File: config.mk
export PLATFORM = sky130hd
export DESIGN_NAME = retrig_oneshot
export DESIGN_NICKNAME = d
export VERILOG_FILES = /design/src/rtl/osh_pkg.sv /design/src/rtl/osh_sync.sv /design/src/rtl/osh_trig_gate.sv /design/src/rtl/osh_pulse_timer.sv /design/src/rtl/retrig_oneshot.sv
export SDC_FILE = /design/constraint.sdc
export NUM_CORES = 1
export LEC_CHECK = 0
export ABC_AREA = 1
export CORE_MARGIN = 2
export CORE_UTILIZATION = 50
export DETAILED_ROUTE_END_ITERATION = 7
export GPL_TIMING_DRIVEN = 0
export PLACE_DENSITY = 0.87
export SLEW_MARGIN = 20
export SYNTH_ARGS = -nofsm -noshare
export SYNTH_HDL_FRONTEND = slang
export SYNTH_SLANG_ARGS = --single-unit
File: constraint.sdc
create_clock -name clk -period 3.2 [get_ports clk]
set_input_delay 0.96 -clock clk [delete_from_list [all_inputs] [get_ports clk]]
set_output_delay 0.96 -clock clk [all_outputs]
set_load 0.03 [all_outputs]
File: src/rtl/osh_pkg.sv
package osh_pkg;

   // Synchronised view of the five control pins
   typedef struct packed {
      logic lo_a;
      logic lo_b;
      logic hi_a;
      logic hi_b;
      logic clr_n;
   } trig_in_t;

   localparam int TRIG_PINS = $bits(trig_in_t);

   // Reset image: gate already true, so leaving reset cannot form an edge
   localparam trig_in_t TRIG_RESET = '{lo_a: 1'b0, lo_b: 1'b0, hi_a: 1'b1,
                                       hi_b: 1'b1, clr_n: 1'b1};

endpackage

File: src/rtl/osh_sync.sv
module osh_sync #(
   parameter int             W       = 1,
   parameter int             STAGES  = 2,
   parameter logic [W-1:0]   RST_VAL = '0
) (
   input  logic         clk,
   input  logic         rst,
   input  logic [W-1:0] d,
   output logic [W-1:0] q
);

   generate
      if (STAGES < 2) begin : g_bad_stages
         $error("osh_sync: STAGES must be at least 2");
      end
      if (W < 1) begin : g_bad_width
         $error("osh_sync: W must be at least 1");
      end
   endgenerate

   for (genvar i = 0; i < W; i++) begin : g_bit
      logic [STAGES-1:0] chain;
      always_ff @(posedge clk) begin
         if (rst) chain <= {STAGES{RST_VAL[i]}};
         else     chain <= {chain[STAGES-2:0], d[i]};
      end
      assign q[i] = chain[STAGES-1];
   end

endmodule

File: src/rtl/osh_trig_gate.sv
module osh_trig_gate
   import osh_pkg::*;
(
   input  logic     clk,
   input  logic     rst,
   input  trig_in_t s,
   output logic     fire
);

   logic gate_now;
   logic gate_prev;

   assign gate_now = ~(s.lo_a & s.lo_b) & s.hi_a & s.hi_b & s.clr_n;

   // History resets to "true" so no edge appears right after reset
   always_ff @(posedge clk) begin
      if (rst) gate_prev <= 1'b1;
      else     gate_prev <= gate_now;
   end

   assign fire = gate_now & ~gate_prev;

endmodule

File: src/rtl/osh_pulse_timer.sv
module osh_pulse_timer #(
   parameter int WIDTH_BITS = 8
) (
   input  logic                  clk,
   input  logic                  rst,
   input  logic                  clr_n,
   input  logic                  fire,
   input  logic [WIDTH_BITS-1:0] width,
   output logic [WIDTH_BITS-1:0] cnt,
   output logic                  busy
);

   localparam logic [WIDTH_BITS-1:0] ONE = WIDTH_BITS'(1);

   logic [WIDTH_BITS-1:0] load_val;

   assign load_val = (width == '0) ? ONE : width;

   always_ff @(posedge clk) begin
      if (rst)             cnt <= '0;
      else if (!clr_n)     cnt <= '0;
      else if (fire)       cnt <= load_val;
      else if (cnt != '0)  cnt <= cnt - ONE;
   end

   assign busy = (cnt != '0);

endmodule

File: src/rtl/retrig_oneshot.sv
module retrig_oneshot
   import osh_pkg::*;
#(
   parameter int WIDTH_BITS  = 8,
   parameter int SYNC_STAGES = 2
) (
   input  logic                  clk,
   input  logic                  rst,
   input  logic                  trig_lo_a,
   input  logic                  trig_lo_b,
   input  logic                  trig_hi_a,
   input  logic                  trig_hi_b,
   input  logic                  clear_n,
   input  logic [WIDTH_BITS-1:0] width,
   output logic                  q,
   output logic                  q_n
);

   generate
      if (WIDTH_BITS < 1 || WIDTH_BITS > 32) begin : g_bad_bits
         $error("retrig_oneshot: WIDTH_BITS must lie in 1..32");
      end
   endgenerate

   trig_in_t              raw_in;
   trig_in_t              s_in;
   logic                  trig_edge;
   logic [WIDTH_BITS-1:0] cnt;
   logic                  busy;

   assign raw_in = '{lo_a: trig_lo_a, lo_b: trig_lo_b, hi_a: trig_hi_a,
                     hi_b: trig_hi_b, clr_n: clear_n};

   osh_sync #(
      .W       (TRIG_PINS),
      .STAGES  (SYNC_STAGES),
      .RST_VAL (TRIG_RESET)
   ) u_sync (
      .clk (clk),
      .rst (rst),
      .d   (raw_in),
      .q   (s_in)
   );

   osh_trig_gate u_gate (
      .clk  (clk),
      .rst  (rst),
      .s    (s_in),
      .fire (trig_edge)
   );

   osh_pulse_timer #(
      .WIDTH_BITS (WIDTH_BITS)
   ) u_timer (
      .clk   (clk),
      .rst   (rst),
      .clr_n (s_in.clr_n),
      .fire  (trig_edge),
      .width (width),
      .cnt   (cnt),
      .busy  (busy)
   );

   // Clear overrides the count without waiting for the counter to empty
   assign q   = busy & s_in.clr_n;
   assign q_n = ~q;

endmodule

# Yosys cells after proc, flatten, opt, wreduce, memory -nomap -nowiden
# Cells that the tools add are included.
# word_totals
ff_bits	19
out_inout_bits	2
# op_classes
n_mux	3
bitwise_logic	10
addsub	1
n_reduce_logical	4
# ops
cell	n
$mux 8	3
$logic_not 8->1	1
$reduce_bool 8->1	1
$sub 8x1->8 const B	1
$and 1x1->1	6
$not 1->1	4
$reduce_bool 2->1	1
$reduce_or 2->1	1

# Logic depth before layout (Yosys ltp)
# Gate-level depths: netlist (run 1).
# logic_depth
depth_word	7
ltp_mapped	9

# By module
# A second synthesis (run 1) with hierarchy kept.
# unflattened
cells_unflattened	123
area_unflattened_um2	960.9
# modules_own_cells
module	n_inst	area_per_inst_um2	cells_per_inst
osh_pulse_timer	1	576.8	79
osh_sync	1	319.1	36
osh_trig_gate	1	55.1	6
retrig_oneshot	1	10.0	2

# Worst setup path before layout (run 1)
# No wires, ideal clock.
# synth_path
kind	flip-flop to output port
from	register u_timer.cnt[0]
to	output port q_n
t_required_ns	2.240
arrival_ns	1.487
stages_incl_launch_ff	7
path_slack_ns	0.753
cell_sequence	dfxtp_1 inv_1 ha_1 nand3_2 nor2_4 nor2_1 inv_1
# synth_between
elab_chain_cells	3
# synth_lines
item	line_no	source
start: declaration	osh_pulse_timer.sv:9	output logic [WIDTH_BITS-1:0] cnt,
start signal: assignment	osh_pulse_timer.sv:22	else if (fire) cnt <= load_val;
start signal: assignment	osh_pulse_timer.sv:23	else if (cnt != '0) cnt <= cnt - ONE;
$reduce_bool 8->1	osh_pulse_timer.sv:26	assign busy = (cnt != '0);
$and 1x1->1	retrig_oneshot.sv:65	assign q = busy & s_in.clr_n;
via q	retrig_oneshot.sv:15	output logic q,
$not 1->1	retrig_oneshot.sv:66	assign q_n = ~q;
end: declaration	retrig_oneshot.sv:16	output logic q_n
# The timed path passes the listed nets, and every way through them passes these cells.

# Final worst setup path (run 1)
# layout_path
from	register u_timer.cnt[0]
to	output port q_n
# layout_between
elab_chain_cells	3
# layout_lines
item	line_no
$reduce_bool 8->1	osh_pulse_timer.sv:26
$and 1x1->1	retrig_oneshot.sv:65
$not 1->1	retrig_oneshot.sv:66
# Every way passes these cells.

==> results of run 1 <==
==> state kept, by name, summed over array words and instances, names as in the netlist <==
register / count
u_gate.gate_prev: 1
u_sync.g_bit.chain: 10
u_timer.cnt: 8
==> cells by family after synthesis <==
logic type / count (synthesis) / share of synthesized area
AOI/OAI and AO/OA: 7 / 0.04166
xor gates and xnor gates: 3 / 0.02917
adders and majority gates: 2 / 0.02777
buffers and inverters: 23 / 0.09861
DFF: 19 / 0.4222
and+or+nand+nor: 69 / 0.3806
==> layout make-up <==
type	instances	area [µm²]	share of cell area
Buffer	1	3.754	0.003356
Clock buffer	4	26.28	0.02349
Inverter	22	85.08	0.07606
Multi-Input combinational cell	81	431.7	0.3859
Sequential cell	19	380.4	0.3400
Tap cell	25	31.28	0.02796
Timing Repair Buffer	16	160.2	0.1432
==> through the flow <==
step | setup WS [ns] | std cells
floorplan | 0.7529 | 123
global placement | 0.5370 | 164
detailed placement | 0.4975 | 164
CTS | 0.1644 | 168
global route | 0.08112 | 168
finish | 0.1748 | 168
==> metal layers <==
| metal | up-vias | global-route usage | share of wire |
|---|---|---|---|
| met1 | 360 | 0.1683 | 0.40 |
| met3 | 10 | 0.02745 | 0.024 |
| met2 | 17 | 0.3472 | 0.54 |
| li1 | 409 | - | - |
| met5 | - | 0 | 0 |
| met4 | 0 | 0.1486 | 0.041 |
==> power groups by stage <==
| stage | Sequential, mW | Clock, mW | Combinational, mW |
|---|---|---|---|
| after floorplan | 0.328 | 0 | 0.471 |
| after global placement | 0.336 | 0 | 0.586 |
| after detailed placement | 0.341 | 0 | 0.617 |
| after CTS | 0.335 | 0.119 | 0.622 |
| after global routing | 0.342 | 0.129 | 0.692 |
| final | 0.338 | 0.117 | 0.621 |
==> worst register-to-register path, cell delays in order (launching register included) <==
cell and delay, ns:
dfxtp_1 0.33, inv_1 0.16, ha_1 0.20, nand3_2 0.12
nor2_4 0.19, nand3_1 0.10, nand3_1 0.10, nand2_1 0.05
inv_1 0.05
==> worst min-delay path by stage <==
stage	to	slack, ns	cells past startpoint
after CTS	u_sync.g_bit[3].chain[1]	0.41	2
after detailed placement	u_sync.g_bit[1].chain[1]	0.39	1
final	u_sync.g_bit[3].chain[1]	0.41	2
after global routing	u_sync.g_bit[3].chain[1]	0.42	2
after floorplan	u_sync.g_bit[3].chain[1]	0.39	2
after global placement	u_sync.g_bit[3].chain[1]	0.39	2
==> cell usage in the layout (no fill, tap or decap) <==
master / count
nand2_1: 31
ha_1: 2
nand2_2: 1
nor2_4: 3
nand3_1: 8
xor2_1: 2
inv_4: 1
nor2_2: 2
dfxtp_1: 19
or2_2: 6
inv_2: 1
inv_1: 20
nor2_1: 13
clkdlybuf4s50_1: 16
nand3b_1: 1
clkbuf_4: 3
nand4_1: 2
xnor2_1: 1
o21ai_0: 1
nand3_4: 1
o21bai_1: 1
clkbuf_1: 2
a21oi_1: 5
nand3_2: 1
==> summary.md, run 1 <==
| Metric | Value |
|---|---|
| Top_reg_cell synth | `dfxtp_1` |
| Initial antenna violation count | `0` |
| CP max FO | `6` |
| CP max stage cell | `clkdlybuf4s50_1` |
| Synthesized area | `900.9 µm²` |
| DRC | `0` |
| Ys async rst share | `0` |
| Worst setup EP type | `primary output` |
| Slew @ Worst Pin | `0.3240 ns` |
| Setup slack, reg-to-reg | `1.86 ns` |
| Most frequent cell after synthesis | `nand2_1` |
| Reg power frac | `0.314` |
| Sw Ratio | `0.4525` |
| Worst-path clk slew | `0.10 ns` |
| Cell-internal power | `0.5887 mW` |
| Synth cell count leaders | `nand2_1, inv_1, dfxtp_1` |
| Tcrit/Tclk final | `0.9454` |
| CTS tree | `yes` |
| Largest net degree at the start of global routing | `11` |
| Combinational Power Share | `0.577` |
| CP arrival | `2.07 ns` |
| CP startpoint | `u_timer.cnt[0]` |
| Design Area, Final | `0.001119 mm²` |
| Cell Area, Placed | `0.001092 mm²` |
| Final-report setup violation count | `0` |
| Crit start category | `flip-flop` |
| Hold bufs inserted after CTS | `0` |
| Worst Skew | `0.001886 ns` |
| Number of post-CTS setup repair buffers | `0` |
| GR Util All Layers | `0.1837` |
| Power consumption | `1.075 mW` |
| Mapped Cells | `123` |
| Chip width | `46.45 µm` |
| Worst-Skew Late Latency | `0.29 ns` |
| Die height | `46.45 µm` |
| Area contributors post-synth | `dfxtp_1, nand2_1, inv_1, nor2_1, nand3_1` |
| CP dominant cell by count | `inv_1` |
| WS Path Type | `flip-flop to primary output` |
| WP data required | `2.24 ns` |
| Outcome | `finished clean` |
| Worst setup path end | `q_n` |
| Share of cells above drive strength 1 | `0.1329` |
| Critical Path Max Stage Delay | `0.65 ns` |
| Vias in the first global route | `778` |
| Layout Utilization | `0.6549` |
| Worst vdd ir | `0.0004572 V` |
| DRT Wirelength | `1.760 mm` |
| Top cell type by total area after synthesis | `dfxtp_1` |
| Row Count | `15` |
| TritonCTS buffer count | `3` |
| Pre-antenna DRT Iters | `4` |
| RR Startpoint | `u_timer.cnt[0]` |
| Max_slew headroom | `0.7840` |
| Starting density of the core | `0.5275` |
| Routed vias | `796` |
| Post-synth EDFFs | `0` |
| Port bufs | `16` |
| Setup_tns | `0 ns` |
| Hold Crit Class | `flip-flop to flip-flop` |
| Total grt overflow | `0` |
| Cts repair resizes | `0` |
| H-tree depth | `1` |
| Clock share of power | `0.109` |
| Cell area power density | `961.4 mW/mm²` |
| Max Fclk | `0.3306 GHz` |
| RD Place Congestion | `0.8090` |
| Pleak | `0.5342 nW` |
| HPWL Detailed | `1.445 mm` |
| # IOs | `17` |
| Post-synth top area share | `0.4222` |
| Hold Vio Cnt, Final | `0` |
| Yosys cell types | `22` |
| Crit-path cells | `inv_1, ha_1, nand3_2, nor2_4, nor2_1, inv_1, clkdlybuf4s50_1` |
| Max-cap violations | `0` |
| Initial DRC count | `10` |
| Clock Tree Buf Depth | `2` |
| Total Die Area | `0.002157 mm²` |
| Clock Root Buffer | `clkbuf_4` |
| WL/cell | `10.48 µm` |
| Vias per Instance | `4.738` |
| Bufs and invs on worst path | `3` |
| Cell family with most CP delay | `buffers and inverters` |
| Mean Syn Cell Area | `7.324 µm²` |
| Post-layout min period | `3.025 ns` |
| Post-synth net total | `140` |
| Sequential fraction of the synthesis area | `0.4222` |
| RSZ-0062 raised after global routing | `false` |
| Count of pins over their slew limit | `0` |
| Seq cells post-synth | `19` |
| Reg2reg path depth | `8` |
| First-pass GRT wire length | `2.780 mm` |
| Hold Slack | `0.4071 ns` |
| Critical Path Stages | `7` |
| ANT cells | `0` |
| ANT nets after route | `0` |
| Reg2reg end | `u_timer.cnt[0]` |
| Min-delay src | `u_sync.g_bit[3].chain[0]` |
| Core footprint | `0.001708 mm²` |
| Area growth syn-to-layout | `24.17%` |
| FILL cells | `148` |
| Yosys warning total | `0` |
| CTS Sinks | `19` |
| Sw power | `0.4866 mW` |
| Nets | `161` |
No activity file was read; power rests on OpenSTA's default activity.
==> run 2: changes to the inputs <==
--- a/config.mk
+++ b/config.mk
@@ -6,7 +6,7 @@
 export NUM_CORES = 1
 export LEC_CHECK = 0
 export ABC_AREA = 1
-export CORE_MARGIN = 2
+export CORE_MARGIN = 4
 export CORE_UTILIZATION = 50
 export DETAILED_ROUTE_END_ITERATION = 7
 export GPL_TIMING_DRIVEN = 0
==> run 2 against run 1 <==
Die area increased by 18%. Power is 1.0% lower. Global-route usage fell by 3.4 points. Clock-buffer cell count stayed put. Sequential cell count is the same. Combinational power down 1%. Design area stayed put. Register-to-register slack improved by 0.03 ns. Via count fell by 0.50%. Largest cell class unchanged. Largest power group unchanged. Highest routed layer unchanged.
==> summary.md, run 2 (synthesis results as in run 1) <==
| Metric | Value |
|---|---|
| Count of pins over their slew limit | `0` |
| Number of post-CTS setup repair buffers | `0` |
| Post-layout min period | `3.025 ns` |
| Max-cap violations | `0` |
| Worst Skew | `0.002826 ns` |
| Vias per Instance | `4.714` |
| Worst-Skew Late Latency | `0.30 ns` |
| Max_slew headroom | `0.7744` |
| ANT nets after route | `0` |
| Initial DRC count | `9` |
| WS Path Type | `flip-flop to primary output` |
| Worst setup EP type | `primary output` |
| Share of cells above drive strength 1 | `0.1329` |
| Max Fclk | `0.3306 GHz` |
| Hold Vio Cnt, Final | `0` |
| Clock Root Buffer | `clkbuf_4` |
| Worst-path clk slew | `0.10 ns` |
| DRT Wirelength | `1.654 mm` |
| Largest net degree at the start of global routing | `11` |
| WP data required | `2.24 ns` |
| RSZ-0062 raised after global routing | `false` |
| Port bufs | `16` |
| Cts repair resizes | `0` |
| Crit start category | `flip-flop` |
| Power consumption | `1.065 mW` |
| Nets | `161` |
| WL/cell | `9.845 µm` |
| Chip width | `50.45 µm` |
| Routed vias | `792` |
| TritonCTS buffer count | `3` |
| H-tree depth | `1` |
| Final-report setup violation count | `0` |
| Crit-path cells | `inv_1, ha_1, nand3_2, nor2_4, nor2_1, inv_1, clkdlybuf4s50_1` |
| Starting density of the core | `0.5275` |
| ANT cells | `0` |
| Cell area power density | `951.7 mW/mm²` |
| Outcome | `finished clean` |
| Highest-count cells in the layout ignoring fill and taps | `nand2_1, inv_1, dfxtp_1, clkdlybuf4s50_1, nor2_1` |
| Cell family with most CP delay | `buffers and inverters` |
| DP Worst Slack | `0.5025 ns` |
| Largest Register | `u_sync.g_bit.chain` |
| Commonest non-fill, non-tap cell in the layout | `nand2_1` |
| Total grt overflow | `0` |
| HPWL Detailed | `1.390 mm` |
| Hold bufs inserted after CTS | `0` |
| Hold Crit Class | `flip-flop to flip-flop` |
| CP arrival | `2.06 ns` |
| RD Place Congestion | `0.8081` |
| Design Area, Final | `0.001119 mm²` |
| Critical Path Stages | `7` |
| Slew @ Worst Pin | `0.3383 ns` |
| Total Die Area | `0.002545 mm²` |
| Initial antenna violation count | `0` |
| First-pass GRT wire length | `2.849 mm` |
| Area growth syn-to-layout | `24.17%` |
| Fin worst setup slack | `0.1754 ns` |
| Critical Path Max Stage Delay | `0.65 ns` |
| CTS Sinks | `19` |
| Setup_tns | `0 ns` |
| Core footprint | `0.001708 mm²` |
| CP max stage cell | `clkdlybuf4s50_1` |
| CTS tree | `yes` |
| Row Count | `15` |
| Bufs and invs on worst path | `3` |
| DRC | `0` |
| Cell Area, Placed | `0.001092 mm²` |
| GR Util All Layers | `0.1495` |
| # IOs | `17` |
| Pleak | `0.5342 nW` |
| Die height | `50.45 µm` |
| Hold Path Cell Cnt | `2` |
| Reg2reg path depth | `8` |
| Largest register FFs | `10` |
| Top Registers | `u_sync.g_bit.chain (10), u_timer.cnt (8), u_gate.gate_prev (1)` |
| Worst vdd ir | `0.0003816 V` |
| Vias in the first global route | `739` |
| Pre-antenna DRT Iters | `5` |
| Tcrit/Tclk final | `0.9452` |
| CP dominant cell by count | `inv_1` |
| CP max FO | `6` |
| Clock Tree Buf Depth | `2` |
-- run 2: area by class of cell --
type / count / area [µm²]
Fill cell: 148 / 589.3
Multi-Input combinational cell: 81 / 431.7
Sequential cell: 19 / 380.4
Timing Repair Buffer: 16 / 160.2
Inverter: 22 / 85.08
Tap cell: 25 / 31.28
Clock buffer: 4 / 26.28
Buffer: 1 / 3.754
-- run 2: report_power, final --
part / leakage [nW] / switching (mW) / total (mW) / internal [mW]
clock: 0.0150 / 0.0712 / 0.120 / 0.0486
sequential: 0.157 / 0.0415 / 0.333 / 0.291
combinational: 0.362 / 0.363 / 0.612 / 0.249
total: 0.534 / 0.475 / 1.06 / 0.589
-- run 2: through the flow --
stage,util,std cells,hold WS (ns)
floorplan,-,123,0.3883
global placement,0.6396,164,0.3893
detailed placement,0.6396,164,0.3958
CTS,0.6549,168,0.4184
global route,0.6549,168,0.4238
finish,0.6549,168,0.4151
-- run 2: routing by layer --
metal | track usage | part of all wire
met2 | 0.2696 | 0.54
met5 | 0 | 0
met4 | 0.1211 | 0.036
met3 | 0.02374 | 0.044
met1 | 0.1492 | 0.38
-- run 2: worst min-delay path: stages (launching register included) --
cell and delay [ns]:
dfxtp_1 0.32, inv_1 0.04, nor2_1 0.03
-- run 2: path summary, 6_finish.rpt --
check / startpoint / slack, ns / endpoint
worst min register to register: u_sync.g_bit[4].chain[0] / 0.42 / u_sync.g_bit[4].chain[1]
worst max register to register: u_timer.cnt[0] / 1.89 / u_timer.cnt[0]
worst max-delay path: u_timer.cnt[0] / 0.18 / q_n
worst min-delay path: u_sync.g_bit[4].chain[0] / 0.42 / u_sync.g_bit[4].chain[1]
